$ cat config.mk
export PLATFORM = sky130hd
export DESIGN_NAME = ps_cfg_host
export DESIGN_NICKNAME = d
export VERILOG_FILES = /design/src/rtl/ps_cfg_pkg.sv /design/src/rtl/ps_cfg_wcnt.sv /design/src/rtl/ps_cfg_serializer.sv /design/src/rtl/ps_cfg_host.sv
export SDC_FILE = /design/constraint.sdc
export NUM_CORES = 1
export LEC_CHECK = 0
export BUFFER_PORTS_ARGS = -buffer_cell sky130_fd_sc_hd__buf_2
export CAP_MARGIN = 20
export CORE_UTILIZATION = 40
export CTS_CLUSTER_DIAMETER = 150
export DETAILED_ROUTE_END_ITERATION = 8
export RECOVER_POWER = 100
export SLEW_MARGIN = 10
export SYNTH_ARGS = -nofsm -noshare
export SYNTH_HDL_FRONTEND = slang
export SYNTH_SLANG_ARGS = --single-unit
$ cat constraint.sdc
create_clock -name clk -period 2.9 [get_ports clk]
set_clock_uncertainty 0.15 [all_clocks]
set_input_delay 0.435 -clock clk [delete_from_list [all_inputs] [get_ports clk]]
set_output_delay 0.435 -clock clk [all_outputs]
set_load 0.01 [all_outputs]
$ cat src/rtl/ps_cfg_pkg.sv
package ps_cfg_pkg;

  typedef enum logic [2:0] {
    ST_IDLE,
    ST_REQ,
    ST_WAIT,
    ST_SETTLE,
    ST_SHIFT,
    ST_DONECHK,
    ST_TRAIL,
    ST_INIT
  } cfg_state_e;

  function automatic int unsigned max2(int unsigned a, int unsigned b);
    return (a > b) ? a : b;
  endfunction

endpackage

$ cat src/rtl/ps_cfg_wcnt.sv
module ps_cfg_wcnt #(
  parameter int unsigned CW = 8
) (
  input  logic          clk,
  input  logic          rst_n,
  input  logic          clr,
  output logic [CW-1:0] cnt_o
);

  logic [CW-1:0] cnt_q, cnt_d;

  always_comb begin
    cnt_d = clr ? '0 : cnt_q + CW'(1);
  end

  always_ff @(posedge clk or negedge rst_n) begin
    if (!rst_n) cnt_q <= '0;
    else        cnt_q <= cnt_d;
  end

  assign cnt_o = cnt_q;

endmodule

$ cat src/rtl/ps_cfg_serializer.sv
module ps_cfg_serializer #(
  parameter int unsigned BYTE_W   = 8,
  parameter int unsigned HALF_CYC = 2
) (
  input  logic              clk,
  input  logic              rst_n,
  input  logic              en,
  input  logic              in_valid,
  input  logic [BYTE_W-1:0] in_data,
  input  logic              in_last,
  output logic              in_ready,
  output logic              sclk_o,
  output logic              sdata_o,
  output logic              stream_end
);

  localparam int unsigned PER = 2 * HALF_CYC;
  localparam int unsigned PW  = (PER > 1) ? $clog2(PER) : 1;
  localparam int unsigned BW  = (BYTE_W > 1) ? $clog2(BYTE_W) : 1;
  localparam logic [PW-1:0] PH_LAST = PW'(PER - 1);
  localparam logic [PW-1:0] PH_HIGH = PW'(HALF_CYC);
  localparam logic [BW-1:0] BIT_LAST = BW'(BYTE_W - 1);

  logic [BYTE_W-1:0] sreg_q, sreg_d;
  logic [PW-1:0]     ph_q, ph_d;
  logic [BW-1:0]     bit_q, bit_d;
  logic              held_q, held_d;
  logic              last_q, last_d;
  logic              wrap;

  assign wrap = held_q && (ph_q == PH_LAST);

  always_comb begin
    sreg_d = sreg_q;
    ph_d   = ph_q;
    bit_d  = bit_q;
    held_d = held_q;
    last_d = last_q;
    if (!en) begin
      held_d = 1'b0;
      ph_d   = '0;
      bit_d  = '0;
    end else if (!held_q) begin
      if (in_valid) begin
        sreg_d = in_data;
        last_d = in_last;
        held_d = 1'b1;
        ph_d   = '0;
        bit_d  = '0;
      end
    end else if (wrap) begin
      ph_d = '0;
      if (bit_q == BIT_LAST) held_d = 1'b0;
      else                   bit_d  = bit_q + BW'(1);
    end else begin
      ph_d = ph_q + PW'(1);
    end
  end

  always_ff @(posedge clk or negedge rst_n) begin
    if (!rst_n) begin
      sreg_q <= '0;
      ph_q   <= '0;
      bit_q  <= '0;
      held_q <= 1'b0;
      last_q <= 1'b0;
    end else begin
      sreg_q <= sreg_d;
      ph_q   <= ph_d;
      bit_q  <= bit_d;
      held_q <= held_d;
      last_q <= last_d;
    end
  end

  assign in_ready   = en && !held_q;
  assign sclk_o     = held_q && (ph_q >= PH_HIGH);
  assign sdata_o    = held_q && sreg_q[bit_q];
  assign stream_end = en && wrap && (bit_q == BIT_LAST) && last_q;

  // never ask for a byte while a bit is being clocked high
  a_r4_no_ready_in_high: assert property (@(posedge clk) disable iff (!rst_n)
    sclk_o |-> !in_ready);

endmodule

$ cat src/rtl/ps_cfg_host.sv
module ps_cfg_host
  import ps_cfg_pkg::*;
#(
  parameter int unsigned BYTE_W     = 8,
  parameter int unsigned HALF_CYC   = 2,
  parameter int unsigned REQ_CYC    = 4,
  parameter int unsigned SETTLE_CYC = 3,
  parameter int unsigned STATUS_TO  = 40,
  parameter int unsigned DONE_TO    = 20,
  parameter int unsigned INIT_TO    = 30,
  parameter bit          USE_INIT   = 1'b1
) (
  input  logic              clk,
  input  logic              rst_n,
  input  logic              start,
  input  logic              in_valid,
  output logic              in_ready,
  input  logic [BYTE_W-1:0] in_data,
  input  logic              in_last,
  output logic              cfg_req_n,
  input  logic              tgt_status_n,
  input  logic              tgt_done,
  input  logic              tgt_initd,
  output logic              ser_clk,
  output logic              ser_data,
  output logic              busy,
  output logic              cfg_ok,
  output logic              cfg_err
);

  localparam int unsigned MAXL = max2(max2(max2(REQ_CYC, SETTLE_CYC), max2(STATUS_TO, DONE_TO)),
                                      max2(INIT_TO, 4 * HALF_CYC));
  localparam int unsigned CW = $clog2(MAXL + 1);
  localparam logic [CW-1:0] L_REQ    = CW'(REQ_CYC - 1);
  localparam logic [CW-1:0] L_SETTLE = CW'(SETTLE_CYC - 1);
  localparam logic [CW-1:0] L_STAT   = CW'(STATUS_TO - 1);
  localparam logic [CW-1:0] L_DONE   = CW'(DONE_TO - 1);
  localparam logic [CW-1:0] L_INIT   = CW'(INIT_TO - 1);
  localparam logic [CW-1:0] L_TRAIL  = CW'(4 * HALF_CYC - 1);
  localparam logic [CW-1:0] T_H1     = CW'(HALF_CYC);
  localparam logic [CW-1:0] T_H2     = CW'(2 * HALF_CYC);
  localparam logic [CW-1:0] T_H3     = CW'(3 * HALF_CYC);

  cfg_state_e    st_q, st_d;
  logic          ok_q, ok_d, err_q, err_d;
  logic [CW-1:0] cnt;
  logic          ser_en, ser_sclk, ser_sdata, ser_end, trail_clk;

  ps_cfg_wcnt #(.CW(CW)) u_wcnt (
    .clk   (clk),
    .rst_n (rst_n),
    .clr   (st_d != st_q),
    .cnt_o (cnt)
  );

  assign ser_en = (st_q == ST_SHIFT);

  ps_cfg_serializer #(.BYTE_W(BYTE_W), .HALF_CYC(HALF_CYC)) u_ser (
    .clk        (clk),
    .rst_n      (rst_n),
    .en         (ser_en),
    .in_valid   (in_valid),
    .in_data    (in_data),
    .in_last    (in_last),
    .in_ready   (in_ready),
    .sclk_o     (ser_sclk),
    .sdata_o    (ser_sdata),
    .stream_end (ser_end)
  );

  // next-state and result flags
  always_comb begin
    st_d  = st_q;
    ok_d  = ok_q;
    err_d = err_q;
    unique case (st_q)
      ST_IDLE: if (start) begin
        st_d  = ST_REQ;
        ok_d  = 1'b0;
        err_d = 1'b0;
      end
      ST_REQ:    if (cnt == L_REQ) st_d = ST_WAIT;
      ST_WAIT: begin
        if (tgt_status_n)        st_d = ST_SETTLE;
        else if (cnt == L_STAT) begin st_d = ST_IDLE; err_d = 1'b1; end
      end
      ST_SETTLE: if (cnt == L_SETTLE) st_d = ST_SHIFT;
      ST_SHIFT: begin
        if (!tgt_status_n) begin st_d = ST_IDLE; err_d = 1'b1; end
        else if (ser_end)  st_d = ST_DONECHK;
      end
      ST_DONECHK: begin
        if (tgt_done)           st_d = ST_TRAIL;
        else if (cnt == L_DONE) begin st_d = ST_IDLE; err_d = 1'b1; end
      end
      ST_TRAIL: if (cnt == L_TRAIL) begin
        if (USE_INIT) st_d = ST_INIT;
        else begin st_d = ST_IDLE; ok_d = 1'b1; end
      end
      ST_INIT: begin
        if (tgt_initd)          begin st_d = ST_IDLE; ok_d = 1'b1; end
        else if (cnt == L_INIT) begin st_d = ST_IDLE; err_d = 1'b1; end
      end
      default: st_d = ST_IDLE;
    endcase
  end

  always_ff @(posedge clk or negedge rst_n) begin
    if (!rst_n) begin
      st_q  <= ST_IDLE;
      ok_q  <= 1'b0;
      err_q <= 1'b0;
    end else begin
      st_q  <= st_d;
      ok_q  <= ok_d;
      err_q <= err_d;
    end
  end

  assign trail_clk = (cnt < T_H1) || ((cnt >= T_H2) && (cnt < T_H3));
  assign ser_clk   = (ser_en && ser_sclk) || ((st_q == ST_TRAIL) && trail_clk);
  assign ser_data  = ser_en && ser_sdata;
  assign cfg_req_n = (st_q != ST_REQ);
  assign busy      = (st_q != ST_IDLE);
  assign cfg_ok    = ok_q;
  assign cfg_err   = err_q;

  // assertion support: falling edges seen during the trailing phase
  logic       clk_prev_q;
  logic [1:0] falls_q;
  logic       fall_now;
  assign fall_now = (st_q == ST_TRAIL) && clk_prev_q && !ser_clk;
  always_ff @(posedge clk or negedge rst_n) begin
    if (!rst_n) begin
      clk_prev_q <= 1'b0;
      falls_q    <= '0;
    end else begin
      clk_prev_q <= ser_clk;
      if (st_q != ST_TRAIL) falls_q <= '0;
      else if (fall_now)    falls_q <= falls_q + 2'd1;
    end
  end

  // data is steady across the high phase
  a_r5_data_steady_high: assert property (@(posedge clk) disable iff (!rst_n)
    (ser_clk && $past(ser_clk)) |-> $stable(ser_data));

  // status loss while shifting aborts with an error
  a_r8_status_abort: assert property (@(posedge clk) disable iff (!rst_n)
    (st_q == ST_SHIFT && !tgt_status_n) |=> (st_q == ST_IDLE && cfg_err));

  // exactly two falling edges by the end of the trailing phase
  a_r9_two_falls: assert property (@(posedge clk) disable iff (!rst_n)
    (st_q == ST_TRAIL && cnt == L_TRAIL) |-> (({1'b0, falls_q} + {2'b00, fall_now}) == 3'd2));

  // result flags are exclusive
  a_r11_flags_exclusive: assert property (@(posedge clk) disable iff (!rst_n)
    !(cfg_ok && cfg_err));

  generate
    if (USE_INIT) begin : g_init_chk
      // success only follows an init-complete sample
      a_r10_ok_after_initd: assert property (@(posedge clk) disable iff (!rst_n)
        $rose(cfg_ok) |-> $past(tgt_initd));
    end
  endgenerate

endmodule

==> results.cfg, run 1 <==
[route]
viasPerCell = 5.71
ant_nets = 0
wl_per_cell_um = 14.9
drtIter0Drc = 73
num_vias = 1263
dr.pass1.iters = 4
drc = 0
drt_wl_total_um = 3290

[synth]
syn_avg_cell_area_um2 = 10.2
ys_seq_elements = 26
seq_area_frac_synth_pct = 41.0
synth_area_leaders = dfrtp_1 (41%), mux2_1 (6.4%), ha_1 (4.7%)
synth_nets = 177
post_synth_instance_area_um2 = 1590
synth_cell_type_count = 48
syn_inst = 155
synth_top_area_share_pct = 41.0
yosysTopAreaCell = dfrtp_1
ys_warn_count = 0

[min_path]
hold-path-cell-count = 2
hold_path.class = input port to flop
hold_end = u_ser.sreg_q[4]
min_from = in_data[4]

[global_routing]
grt_use_total_pct = 17.9
grt_max_degree = 27
grt_overflow = 0
grt_pass1_vias = 1279
grt_pass1_wl_um = 5790
antenna_found_initial = 0

[sta]
setup_ws_ns = 0.323
timing.final.crit_share_pct = 88.9
max_freq_ghz = 0.388
setup_violations = 0
maxSlewViolCount = 0
rsz0062_at_grt = false
finalCriticalPeriod_ns = 2.58
report.final.hold_viol_count = 0
relSlewSlack_pct = 9.90
finalSetupTns_ns = 0
tightest_slew_ns = 1.35
timing.hold.ws_ns = 0.226

[floorplanning]
start_util_pct = 42.3
fp.dieH_um = 65.0
design.core.area_um2 = 3740
ioPinCount = 23
fp-row-count = 22
die_w_um = 65.0
die_area_um2 = 4220

[clock_tree]
clk_pin_slew_worst_paths_ns = 0.08
cts_buffer_depth = 2
numCtsBuffers = 3
hold_buffers = 0
cts-htree-levels = 1
post-cts-setup-buffers = 0
clock-root-buffer = clkbuf_8
cts_resized = 0
tritoncts = yes
cts_num_sinks = 26
clk_latency_ns = 0.26

[layout]
fill_cells = 375
stdcell_count = 221
area_growth_pct = 10.4
multi_input_area_um2 = 872
regArea_um2 = 651
diodes = 0
nets = 197
layout-drive-gt1-share_pct = 15.0

[critical_path]
critPathKind = flop to primary output
critPathMaxFanout = 17
reg2reg_from = st_q[2]
worstSetupEndpointType = primary output
start_kind = flop
r2r-end = u_wcnt.cnt_o[2]
required_ns = 2.32
rrSetupSlack_ns = 0.62
cp_data_arrival_time_ns = 1.99
rr_worst_depth = 5

[power_and_ir_drop]
p_per_area_nw_per_um2 = 758
leakagePower_uw = 0.000748
ir_worst_vdd_mv = 0.254

[flow_run]
max-cap-violations = 0

[placed_design]
gp_congestion = 0.802
placedCellCount = 218
dp_hpwl_um = 2520
dp_slack_ns = 0.637
io_buffers = 22

[status]
outcome = complete, no violations
==> layout by cell type, fill, tap and decap left out, types with 2 or more instances in the layout <==
cell type and instances:
inv_1 7, o21ai_0 6, nor3b_1 3, clkbuf_1 8
nor2_1 18, ha_1 6, xor2_1 2, dfrtp_1 26
nand3_1 6, mux2_1 9, mux4_2 2, a31oi_1 3
a21oi_1 5, nand2_1 10, a22oi_1 3, nor3_1 6
buf_2 14, clkbuf_8 3, mux2_2 2, a32oi_1 4
nand4_1 3, xnor2_1 3
==> worst max-delay path by stage <==
stage                    startpoint              end  slack (ns)
floorplan           u_wcnt.cnt_o[0]  u_wcnt.cnt_o[2]        0.85
global placement            st_q[2]          ser_clk        0.66
detailed placement  u_wcnt.cnt_o[1]  u_wcnt.cnt_o[0]        0.64
CTS                         st_q[2]          ser_clk        0.35
global route                st_q[2]          ser_clk        0.26
finish                      st_q[2]          ser_clk        0.32
==> cell usage after synthesis, drive strengths merged <==
cell type and n:
dfrtp 26, nor2 18, mux2 11, nand2 10
inv 7, ha 6, nand3 6, nor3 6
o21ai 6, a21oi 5, a31oi 4, a32oi 4
clkbuf 4, a22oi 3, buf 3, nand4 3
nor3b 3, xnor2 3, a311oi 2, mux4 2
nor4b 2, or4b 2, xor2 2, a211o 1
a21boi 1, a21o 1, a41o 1, and2 1
and2b 1, and4b 1, mux2i 1, nand2b 1
nand4b 1, nand4bb 1, nor2b 1, o21a 1
o22ai 1, o31ai 1, o32ai 1, or3 1
==> worst max-delay path: stages, from the launching register on <==
cell and delay, ns:
dfrtp_1 0.63, or4b_4 0.53, o32ai_1 0.36, clkbuf_1 0.20
==> routing by layer <==
layer	global-route usage, %	part of all wire, %
met3	2.46	3.5
met2	31.9	49
met4	5.28	0.82
met1	22.1	46
met5	0	0
==> stage by stage <==
step / area (um2) / utilization, % / total power, uW
floorplan: 1590 / - / 1000
global placement: 1720 / 45.9 / 1130
detailed placement: 1720 / 45.9 / 1150
CTS: 1760 / 47.0 / 1350
global route: 1750 / 46.8 / 1440
finish: 1750 / 46.8 / 1330
==> layout make-up <==
cell class | count | area share (%)
timing repair buffer | 22 | 5.72
multi-input combinational | 115 | 49.8
inverter | 7 | 1.50
tap | 48 | 3.43
sequential | 26 | 37.2
clock buffer | 3 | 2.36
==> cells by family (layout without fill, tap and decap cells) <==
kind of cell    after synthesis  after routing  share of synthesized area, %
flops                        26             26                          41.0
simple gates                 58             58                          20.5
mux                          14             14                          11.3
buf+inv                      14             32                          3.95
xor+xnor                      5              5                          2.76
fa+ha+maj                     6              6                          4.74
compound gates               32             32                          15.7
==> where the power goes <==
group,internal (uW),switching (uW)
Clock,92.9,104
Combinational,235,280
Sequential,462,153
==> registers in the layout (all words and copies together), names as in the netlist <==
signal	cells
cfg_ok	1
st_q	3
u_wcnt.cnt_o	6
u_ser.last_q	1
cfg_err	1
u_ser.ph_q	2
u_ser.held_q	1
u_ser.bit_q	3
u_ser.sreg_q	8
No activity file was read; power rests on OpenSTA's default activity.
==> inputs of run 2 (changes only) <==
--- a/config.mk
+++ b/config.mk
@@ -11,6 +11,7 @@
 export CTS_CLUSTER_DIAMETER = 150
 export DETAILED_ROUTE_END_ITERATION = 8
 export RECOVER_POWER = 100
+export SKIP_CTS_REPAIR_TIMING = 1
 export SLEW_MARGIN = 10
 export SYNTH_ARGS = -nofsm -noshare
 export SYNTH_HDL_FRONTEND = slang
==> constraint.sdc (replaced) <==
create_clock -name clk -period 2.5 [get_ports clk]
set_clock_uncertainty 0.15 [all_clocks]
set_input_delay 0.375 -clock clk [delete_from_list [all_inputs] [get_ports clk]]
set_output_delay 0.375 -clock clk [all_outputs]
set_load 0.01 [all_outputs]
==> results.cfg, run 2 (synthesis results as in run 1) <==
[status]
outcome = complete, no violations

[clock_tree]
clock-root-buffer = clkbuf_8
tritoncts = yes
numCtsBuffers = 3
cts_buffer_depth = 2
clk_pin_slew_worst_paths_ns = 0.09
cts_num_sinks = 26
clk_latency_ns = 0.27
cts-htree-levels = 1

[critical_path]
reg2reg_from = u_wcnt.cnt_o[0]
crit_buf_inv = 1
cp_data_arrival_time_ns = 1.92
start_kind = flop
cp_slowest_cell = or4b_4
cpPeakStageDelay_ns = 0.59
required_ns = 1.98
crit_chain = or4b_4 > o32ai_1 > clkbuf_2
rr_worst_depth = 6
crit_family = simple AND/OR/NAND/NOR gates
r2r-end = u_wcnt.cnt_o[3]
worstSetupEndpointType = primary output
rrSetupSlack_ns = 0.21
critPathKind = flop to primary output
critPathMaxFanout = 8
crit_cells = 3

[floorplanning]
ioPinCount = 23
die_w_um = 65.0
fp-row-count = 22
die_area_um2 = 4220
design.core.area_um2 = 3740
fp.dieH_um = 65.0
start_util_pct = 42.3

[power_and_ir_drop]
ir_worst_vdd_mv = 0.398
p_int_uw = 970
p_clk_share_pct = 16.5
leakagePower_uw = 0.000770
p_seq_share_pct = 41.4
pwr-share-comb_pct = 42.2
switching_share_pct = 40.2
switchingPower_uw = 651
report.power.total_uw = 1620
p_per_area_nw_per_um2 = 907

[placed_design]
gp_congestion = 0.817
dp_hpwl_um = 2650
place_area_um2 = 1750
io_buffers = 22

[global_routing]
grt_pass1_wl_um = 5970
grt_use_total_pct = 18.6
grt_overflow = 0
antenna_found_initial = 0
grt_pass1_vias = 1315
grt_max_degree = 27

[route]
wl_per_cell_um = 15.3
viasPerCell = 5.64
num_vias = 1281
drtIter0Drc = 69
drt_wl_total_um = 3470
ant_nets = 0
drc = 0
dr.pass1.iters = 4

[min_path]
hold-path-cell-count = 2
hold_path.class = input port to flop
hold_end = u_ser.sreg_q[5]
min_from = in_data[5]

[layout]
final_common_cell = dfrtp_1
diodes = 0
fill_cells = 379
largest_register_ff_count = 8
area_growth_pct = 12.8
fin_util_pct = 47.8
nets = 202
final_cell_mix = dfrtp_1 (26), nor2_1 (18), buf_2 (14)
fin_area_um2 = 1790
layout-drive-gt1-share_pct = 16.2
top_register = u_ser.sreg_q

[sta]
maxSlewViolCount = 0
timing.final.crit_share_pct = 97.7
relSlewSlack_pct = 4.61
finalSetupTns_ns = 0
rsz0062_at_grt = false
finalCriticalPeriod_ns = 2.44
setup_violations = 0
max_freq_ghz = 0.410
tightest_slew_ns = 1.43
report.final.hold_viol_count = 0

[flow_run]
max-cap-violations = 0
[run 2: cell count changes in the layout (fill, tap and decap cells not counted)]
cell | before | now
clkbuf_1 | 8 | 10
buf_4 | 0 | 1
inv_1 | 7 | 6
o21ai_0 | 6 | 5
inv_2 | 0 | 1
o21ai_1 | 0 | 1
clkbuf_2 | 0 | 1
a31oi_1 | 3 | 4
dlygate4sd3_1 | 0 | 1
a31oi_2 | 1 | 0
clkbuf_8 | 3 | 4
[run 2: how the worst max path moves through the flow]
stage                    startpoint  slack, ns              end
floorplan           u_wcnt.cnt_o[0]       0.45  u_wcnt.cnt_o[2]
global placement    u_wcnt.cnt_o[1]       0.30  u_wcnt.cnt_o[2]
detailed placement  u_wcnt.cnt_o[0]       0.20  u_wcnt.cnt_o[3]
CTS                 u_wcnt.cnt_o[3]       0.07          ser_clk
global route        u_wcnt.cnt_o[0]      0.008  u_wcnt.cnt_o[3]
finish              u_wcnt.cnt_o[3]       0.06          ser_clk
[run 2: worst reg2reg max path, stage by stage, from the launching register on]
cell	delay, ns
dfrtp_1	0.43
ha_1	0.31
nor4b_4	0.31
or4b_1	0.47
a21oi_1	0.17
a211o_1	0.23
nor3_1	0.09
[run 2: cell type report]
class                           instances  area [um2]  share of cell area, %
Multi-Input combinational cell        115         866                   48.4
Sequential cell                        26         651                   36.4
Timing Repair Buffer                   27         130                   7.28
Tap cell                               48        60.1                   3.36
Clock buffer                            4        55.1                   3.08
Inverter                                7        26.3                   1.47
[run 2: power groups by stage]
stage / Sequential (uW) / Combinational, uW / Clock [uW]
floorplan: 616 / 546 / 0
global placement: 669 / 685 / 0
detailed placement: 679 / 710 / 0
CTS: 670 / 710 / 281
global route: 692 / 762 / 294
finish: 671 / 684 / 267
[run 2: stage by stage]
step,setup WS [ns],hold WS [ns],instances
after floorplan,0.454,-0.0706,155
after global routing,0.00800,0.155,227
after CTS,0.0722,-0.0282,226
final,0.0586,0.166,227
after detailed placement,0.196,0.267,222
after global placement,0.296,0.259,222
[run 2: routing by layer]
| metal | vias to the layer above | share of wire [%] | global-route usage [%] |
|---|---|---|---|
| li1 | 620 | - | - |
| met4 | 0 | 1.1 | 5.28 |
| met5 | - | 0 | 0 |
| met3 | 4 | 4.7 | 3.35 |
| met2 | 39 | 49 | 32.6 |
| met1 | 618 | 45 | 23.1 |
